<file path="src/rtl/iref_cal_pkg.sv">
package iref_cal_pkg;
   typedef enum logic [1:0] {
      PH_GLOBAL = 2'd0,
      PH_LOCAL  = 2'd1,
      PH_TRACK  = 2'd2
   } cal_phase_e;
endpackage

</file>
<file path="src/rtl/iref_settle_timer.sv">
module iref_settle_timer #(
   parameter int CNT_W = 8
) (
   input  logic             clk,
   input  logic             rst_n,
   input  logic             clr,
   input  logic [CNT_W-1:0] interval,
   output logic             fire
);
   generate
      if (CNT_W < 1) begin : g_bad_w
         $error("iref_settle_timer: CNT_W must be at least 1");
      end
   endgenerate

   logic [CNT_W-1:0] cnt_q;
   logic [CNT_W-1:0] span;

   // a zero interval behaves as one cycle
   assign span = (interval == '0) ? CNT_W'(1) : interval;
   assign fire = (cnt_q >= span - CNT_W'(1));

   always_ff @(posedge clk or negedge rst_n) begin
      if (!rst_n)            cnt_q <= '0;
      else if (clr || fire)  cnt_q <= '0;
      else                   cnt_q <= cnt_q + CNT_W'(1);
   end

   AST_UPDATE_SPACING: assert property (@(posedge clk) disable iff (!rst_n)
      (fire && interval > CNT_W'(1)) |=> (!fire || interval <= CNT_W'(1)));
endmodule

</file>
<file path="src/rtl/iref_code_reg.sv">
module iref_code_reg #(
   parameter int CODE_W = 6
) (
   input  logic              clk,
   input  logic              rst_n,
   input  logic              load_mid,
   input  logic              inc,
   input  logic              dec,
   output logic [CODE_W-1:0] code
);
   localparam logic [CODE_W-1:0] MID  = CODE_W'(1) << (CODE_W - 1);
   localparam logic [CODE_W-1:0] FULL = {CODE_W{1'b1}};

   generate
      if (CODE_W < 2) begin : g_bad_w
         $error("iref_code_reg: CODE_W must be at least 2");
      end
   endgenerate

   always_ff @(posedge clk or negedge rst_n) begin
      if (!rst_n)                    code <= MID;
      else if (load_mid)             code <= MID;
      else if (inc && code != FULL)  code <= code + CODE_W'(1);
      else if (dec && code != '0)    code <= code - CODE_W'(1);
   end

   AST_NO_OVERFLOW: assert property (@(posedge clk) disable iff (!rst_n)
      (inc && !load_mid) |-> (code != FULL));
   AST_NO_UNDERFLOW: assert property (@(posedge clk) disable iff (!rst_n)
      (dec && !load_mid) |-> (code != '0));
   AST_ONE_DIRECTION: assert property (@(posedge clk) disable iff (!rst_n)
      !(inc && dec));
endmodule

</file>
<file path="src/rtl/iref_loop_judge.sv">
module iref_loop_judge #(
   parameter int CODE_W  = 6,
   parameter int TOGGLES = 4
) (
   input  logic              clk,
   input  logic              rst_n,
   input  logic              clr,
   input  logic              fire,
   input  logic              track,
   input  logic              cmp_hi,
   input  logic [CODE_W-1:0] code,
   output logic              step_up,
   output logic              step_dn,
   output logic              done,
   output logic              sat
);
   localparam int TOG_W = $clog2(TOGGLES + 1);
   localparam logic [CODE_W-1:0] FULL = {CODE_W{1'b1}};

   generate
      if (TOGGLES < 1) begin : g_bad_tog
         $error("iref_loop_judge: TOGGLES must be at least 1");
      end
   endgenerate

   logic             have_q;
   logic             last_up_q;
   logic [TOG_W-1:0] tog_q;
   logic             want_up;
   logic             reversed;
   logic [TOG_W-1:0] tog_nx;
   logic             settled;
   logic             at_rail;
   logic             move;

   assign want_up  = ~cmp_hi;
   assign reversed = have_q && (want_up != last_up_q);
   assign tog_nx   = tog_q + TOG_W'(reversed);
   assign settled  = !track && reversed && (tog_nx == TOG_W'(TOGGLES));
   assign at_rail  = want_up ? (code == FULL) : (code == '0);

   assign done    = fire && !track && (settled || at_rail);
   assign sat     = fire && !track && !settled && at_rail;
   assign move    = fire && !at_rail && (track || !settled);
   assign step_up = move && want_up;
   assign step_dn = move && !want_up;

   always_ff @(posedge clk or negedge rst_n) begin
      if (!rst_n) begin
         have_q    <= 1'b0;
         last_up_q <= 1'b0;
         tog_q     <= '0;
      end else if (clr) begin
         have_q    <= 1'b0;
         last_up_q <= 1'b0;
         tog_q     <= '0;
      end else if (fire) begin
         have_q    <= 1'b1;
         last_up_q <= want_up;
         if (!track) tog_q <= tog_nx;
      end
   end

   AST_TOGGLE_BOUND: assert property (@(posedge clk) disable iff (!rst_n)
      tog_q < TOG_W'(TOGGLES));
endmodule

</file>
<file path="src/rtl/iref_cal_seq.sv">
module iref_cal_seq
   import iref_cal_pkg::*;
#(
   parameter int N_OUT    = 3,
   parameter int CODE_W   = 6,
   parameter int SETTLE_W = 8,
   parameter int TOGGLES  = 4,
   localparam int SEL_W   = $clog2(N_OUT + 1)
) (
   input  logic                    clk,
   input  logic                    rst_n,
   input  logic                    start,
   input  logic [SETTLE_W-1:0]     settle_cycles,
   input  logic                    cmp_hi,
   output logic [SEL_W-1:0]        mux_sel,
   output logic [CODE_W-1:0]       global_code,
   output logic [N_OUT*CODE_W-1:0] local_code,
   output logic                    deliver_en,
   output logic [N_OUT:0]          sat_err
);
   localparam logic [CODE_W-1:0] MID = CODE_W'(1) << (CODE_W - 1);

   generate
      if (N_OUT < 1) begin : g_bad_n
         $error("iref_cal_seq: N_OUT must be at least 1");
      end
   endgenerate

   cal_phase_e        phase_q;
   logic [SEL_W-1:0]  sel_q;
   logic [N_OUT:0]    err_q;
   logic              fire;
   logic              loop_clr;
   logic              track;
   logic              step_up, step_dn, done, sat;
   logic [CODE_W-1:0] code_q [0:N_OUT];
   logic [CODE_W-1:0] sel_code;

   assign track    = (phase_q == PH_TRACK);
   assign loop_clr = start || done;
   assign sel_code = code_q[sel_q];

   iref_settle_timer #(.CNT_W(SETTLE_W)) u_timer (
      .clk      (clk),
      .rst_n    (rst_n),
      .clr      (loop_clr),
      .interval (settle_cycles),
      .fire     (fire)
   );

   iref_loop_judge #(.CODE_W(CODE_W), .TOGGLES(TOGGLES)) u_judge (
      .clk     (clk),
      .rst_n   (rst_n),
      .clr     (loop_clr),
      .fire    (fire && !start),
      .track   (track),
      .cmp_hi  (cmp_hi),
      .code    (sel_code),
      .step_up (step_up),
      .step_dn (step_dn),
      .done    (done),
      .sat     (sat)
   );

   generate
      for (genvar gi = 0; gi <= N_OUT; gi++) begin : g_code
         iref_code_reg #(.CODE_W(CODE_W)) u_code (
            .clk      (clk),
            .rst_n    (rst_n),
            .load_mid (start),
            .inc      (step_up && sel_q == SEL_W'(gi)),
            .dec      (step_dn && sel_q == SEL_W'(gi)),
            .code     (code_q[gi])
         );
         if (gi > 0) begin : g_pack
            assign local_code[(gi-1)*CODE_W +: CODE_W] = code_q[gi];
         end
      end
   endgenerate

   always_ff @(posedge clk or negedge rst_n) begin
      if (!rst_n) begin
         phase_q <= PH_GLOBAL;
         sel_q   <= '0;
         err_q   <= '0;
      end else if (start) begin
         phase_q <= PH_GLOBAL;
         sel_q   <= '0;
         err_q   <= '0;
      end else if (done) begin
         if (sat) err_q[sel_q] <= 1'b1;
         unique case (phase_q)
            PH_GLOBAL: begin
               phase_q <= PH_LOCAL;
               sel_q   <= SEL_W'(1);
            end
            PH_LOCAL: begin
               if (sel_q == SEL_W'(N_OUT)) begin
                  phase_q <= PH_TRACK;
                  sel_q   <= '0;
               end else begin
                  sel_q <= sel_q + SEL_W'(1);
               end
            end
            default: ;
         endcase
      end
   end

   assign mux_sel     = sel_q;
   assign global_code = code_q[0];
   assign deliver_en  = track;
   assign sat_err     = err_q;

   AST_RESTART_MID: assert property (@(posedge clk) disable iff (!rst_n)
      $past(start) |-> (global_code == MID && !deliver_en && mux_sel == '0 && sat_err == '0));
   AST_SEL_RANGE: assert property (@(posedge clk) disable iff (!rst_n)
      mux_sel <= SEL_W'(N_OUT));
   AST_GLOBAL_HELD: assert property (@(posedge clk) disable iff (!rst_n)
      (phase_q == PH_LOCAL && $past(phase_q == PH_LOCAL) && !$past(start)) |-> $stable(global_code));
   AST_DELIVER_SEL: assert property (@(posedge clk) disable iff (!rst_n)
      deliver_en |-> (mux_sel == '0));
   AST_LOCAL_FROZEN: assert property (@(posedge clk) disable iff (!rst_n)
      (deliver_en && $past(deliver_en)) |-> $stable(local_code));
   AST_TRACK_STEP: assert property (@(posedge clk) disable iff (!rst_n)
      (deliver_en && $past(deliver_en)) |->
         (global_code == $past(global_code) ||
          global_code == $past(global_code) + CODE_W'(1) ||
          global_code == $past(global_code) - CODE_W'(1)));
   AST_TRACK_NO_ERR: assert property (@(posedge clk) disable iff (!rst_n)
      (deliver_en && $past(deliver_en)) |-> $stable(sat_err));
endmodule

</file>
<file path="config.mk">
export PLATFORM = sky130hd
export DESIGN_NAME = iref_cal_seq
export DESIGN_NICKNAME = d
export VERILOG_FILES = /design/src/rtl/iref_cal_pkg.sv /design/src/rtl/iref_settle_timer.sv /design/src/rtl/iref_code_reg.sv /design/src/rtl/iref_loop_judge.sv /design/src/rtl/iref_cal_seq.sv
export SDC_FILE = /design/constraint.sdc
export NUM_CORES = 1
export LEC_CHECK = 0
export ABC_AREA = 1
export BUFFER_PORTS_ARGS = -buffer_cell sky130_fd_sc_hd__buf_2
export CAP_MARGIN = 0
export CORE_MARGIN = 3
export CORE_UTILIZATION = 51
export DETAILED_ROUTE_END_ITERATION = 6
export PLACE_DENSITY_LB_ADDON = 0.3
export SETUP_SLACK_MARGIN = 0.02
export SYNTH_ARGS = -nofsm -noshare
export SYNTH_HDL_FRONTEND = slang
export SYNTH_SLANG_ARGS = --single-unit
</file>
<file path="constraint.sdc">
create_clock -name clk -period 3.85 [get_ports clk]
set_input_delay 0.9625 -clock clk [delete_from_list [all_inputs] [get_ports clk]]
set_output_delay 0.9625 -clock clk [all_outputs]
set_load 0.01 [all_outputs]
</file>
==> flow_metrics.tcl <==
set metrics [dict create \
    run_status "complete, but fails checks" \
    violations "negative setup slack" \
    max-cap-violations 0 \
    fin_crit_ns 4.15 \
    netlist_instances 533 \
    htree_levels 2 \
    cts_buffers 5 \
    leakage_nw 2.64 \
    place_ws_ns -0.562 \
    end_kind "register" \
    placed_cell_area_sq_um 4620 \
    fp.dieW_microns 92.7 \
    critPathArrivalTime_ns 4.38 \
    clockBufferDepth 2 \
    drt_iter0_drc 223 \
    ys_seq_area_share_pct 29.5 \
    grt_pass1_wl_mm 18.1 \
    ff2ff_path_depth 22 \
    crit_end "g_code[0].u_code.code[5]" \
    multi_input_area_sq_um 2790 \
    postRouteAntennaNets 0 \
    post-dp-hpwl_mm 7.57 \
    core_sq_um 7060 \
    final_common_cell "nand2_1" \
    postSynthAreaPerCell_sq_um 7.19 \
    timing.critical_path.from "settle_cycles[4]" \
    grt_pass1_vias 3946 \
    io_pins 43 \
    routedWlPerCell_microns 14.7 \
    seqCellArea_sq_um 1130 \
    vias 4083 \
    worst-setup-path-type "input port to register" \
    instances_no_fill 739 \
    rrSetupSlack_ns 0.56 \
    initial_utilization_pct 54.3 \
    timing.rr.start "u_judge.last_up_q" \
    worstHoldPathCells 1 \
    layout_common_cells "nand2_1 (143), buf_4 (65), nand3_1 (56)" \
    wl_mm 10.9 \
    syn_to_final_growth_pct 34.6 \
    cts_sinks 45 \
    critPathMaxFanout 8 \
    top_usage_layer "met2" \
    rsz0062_at_grt "yes" \
    met1_usage_pct 32.5 \
    met3_usage_pct 3.90 \
    max-vdd-ir-drop_uv 222 \
    ys_seq_elements 45 \
    hold_ws_ns 0.502 \
    first_pass_iters 5 \
    cts_tree "yes" \
    setup_ws_ns -0.303 \
    placedCellCount 706 \
    synth_cell_type_count 36 \
    rr_endpoint "g_code[0].u_code.code[5]" \
    drv_slew 0 \
    numPortBuffers 42 \
    nets 690 \
    drt-vias-per-instance 5.53 \
    startpoint_type "input port" \
    netlist_area_sq_um 3830 \
    rows 30 \
    hold_viol 0 \
    antennaDiodeCount 0 \
    tightestPinTransition_ns 1.03 \
    gr-usage-all-layers_pct 25.7 \
    fin_area_sq_um 5160 \
    synth_warnings 0 \
    fillers 554 \
    min_period_over_period_pct 108 \
    antenna_found_initial 0 \
    fin_skew_ns 0.00774 \
    clock_latency_ns 0.31 \
    drive_above_1_share_pct 33.1 \
    worstPathRequired_ns 4.08 \
    power.density_nw_per_um2 374 \
    cts.clk_slew.worst_paths_ns 0.09 \
    hp-class "register to register" \
    overflow 0 \
    die_y_microns 92.7 \
    clock.fmax_mhz 241 \
    grtUsageMet2_pct 45.3 \
    route.detailed.drc 0 \
    syn_nets 581 \
    slew_headroom_pct 31.1 \
    place_congestion 0.849 \
    clock-root-buffer "clkbuf_8" \
    setup_violations 16 \
    dieArea_sq_um 8590 \
    grt_max_degree 46 \
]
## timing repair
action	4_1_cts	5_1_grt
hold endpoints to repair	0	0
pin swaps	48	47
gates resized for setup	34	33
hold buffers	0	0
setup endpoints to repair	12	38
setup buffers	17	12
## worst min path at each step
stage | end | startpoint | slack [ns]
final | u_timer.cnt_q[0] | u_timer.cnt_q[0] | 0.50
after global routing | u_timer.cnt_q[0] | u_timer.cnt_q[0] | 0.52
after CTS | u_timer.cnt_q[0] | u_timer.cnt_q[0] | 0.50
after detailed placement | u_timer.cnt_q[0] | u_timer.cnt_q[0] | 0.49
after global placement | u_judge.tog_q[0] | u_judge.tog_q[0] | 0.47
after floorplan | u_timer.cnt_q[0] | u_timer.cnt_q[0] | 0.45
## registers in the layout (all words and copies together), names as in the netlist
| name | count |
|---|---|
| g_code.u_code.code | 24 |
| phase_q | 2 |
| u_judge.last_up_q | 1 |
| u_judge.tog_q | 3 |
| mux_sel | 2 |
| u_judge.have_q | 1 |
| u_timer.cnt_q | 8 |
| sat_err | 4 |
## worst max-delay path, stage by stage
cell and delay [ns]:
buf_6 0.10, nor4_4 0.33, a21oi_2 0.12, ha_2 0.22
nand2_2 0.09, xnor2_2 0.10, inv_1 0.05, ha_1 0.28
nand2_2 0.06, nor2_4 0.11, nand4_1 0.14, nand3_1 0.12
nand2_2 0.10, nor2_8 0.22, nand3_4 0.18, ha_4 0.32
nand2_1 0.05, inv_1 0.07, nand4_1 0.10, nand3_2 0.12
xor2_2 0.20, inv_1 0.06, nand4_1 0.09, nand2_1 0.06
inv_1 0.05, nand3_1 0.07
## logic make-up (layout without fill, tap and decap cells)
logic type | count (synthesis) | count (layout) | share of synthesized area [%]
xor+xnor | 17 | 17 | 3.88
fa+ha+maj | 36 | 36 | 12.5
buf+inv | 70 | 180 | 7.51
flops | 45 | 45 | 29.5
compound gates | 59 | 59 | 8.81
simple gates | 306 | 306 | 37.8
## through the flow
stage | utilization (%) | TNS (ns) | total power [mW]
global placement | 65.4 | -5.60 | 1.35
floorplan | - | -0.869 | 1.10
finish | 73.1 | -2.14 | 1.93
CTS | 70.4 | -1.50 | 1.85
detailed placement | 65.4 | -7.12 | 1.39
global route | 73.1 | -6.14 | 2.07
## layout make-up
cell class | instances | area share, %
well taps | 96 | 2.33
inverters | 60 | 4.51
clock buffers | 6 | 1.60
flip-flops and latches | 45 | 21.9
repair buffers | 112 | 14.9
multi-input cells | 418 | 54.1
clock inverters | 2 | 0.727
## metal layers
layer / share of wire [%] / vias up
li1: - / 1984
met1: 42 / 1922
met2: 51 / 149
met3: 5.8 / 28
met4: 1.8 / 0
met5: 0 / -
## cells in the mapped netlist (all sizes together)
master | instances | area share, %
a21o | 4 | 0.78
nand2 | 163 | 17
o31ai | 2 | 0.39
nand3 | 65 | 10
xor2 | 13 | 3.0
nand4 | 16 | 2.6
a21oi | 17 | 2.3
xnor2 | 4 | 0.91
a31oi | 4 | 0.65
ha | 32 | 10
nor4 | 5 | 0.82
nor3 | 7 | 0.91
nor2 | 46 | 5.8
o21ai | 24 | 3.1
clkbuf | 4 | 0.39
fa | 4 | 2.1
buf | 6 | 1.2
o22ai | 1 | 0.16
inv | 60 | 5.9
nor3b | 4 | 0.78
a211oi | 4 | 0.78
o21a | 3 | 0.59
dfrtp | 41 | 27
dfstp | 4 | 2.7
## where the power goes
part / total (mW) / switching [mW] / internal [mW] / leakage (nW)
Combinational: 0.899 / 0.460 / 0.440 / 1.99
Sequential: 0.648 / 0.122 / 0.526 / 0.589
Clock: 0.386 / 0.175 / 0.211 / 0.0574
No activity file was read; power rests on OpenSTA's default activity.
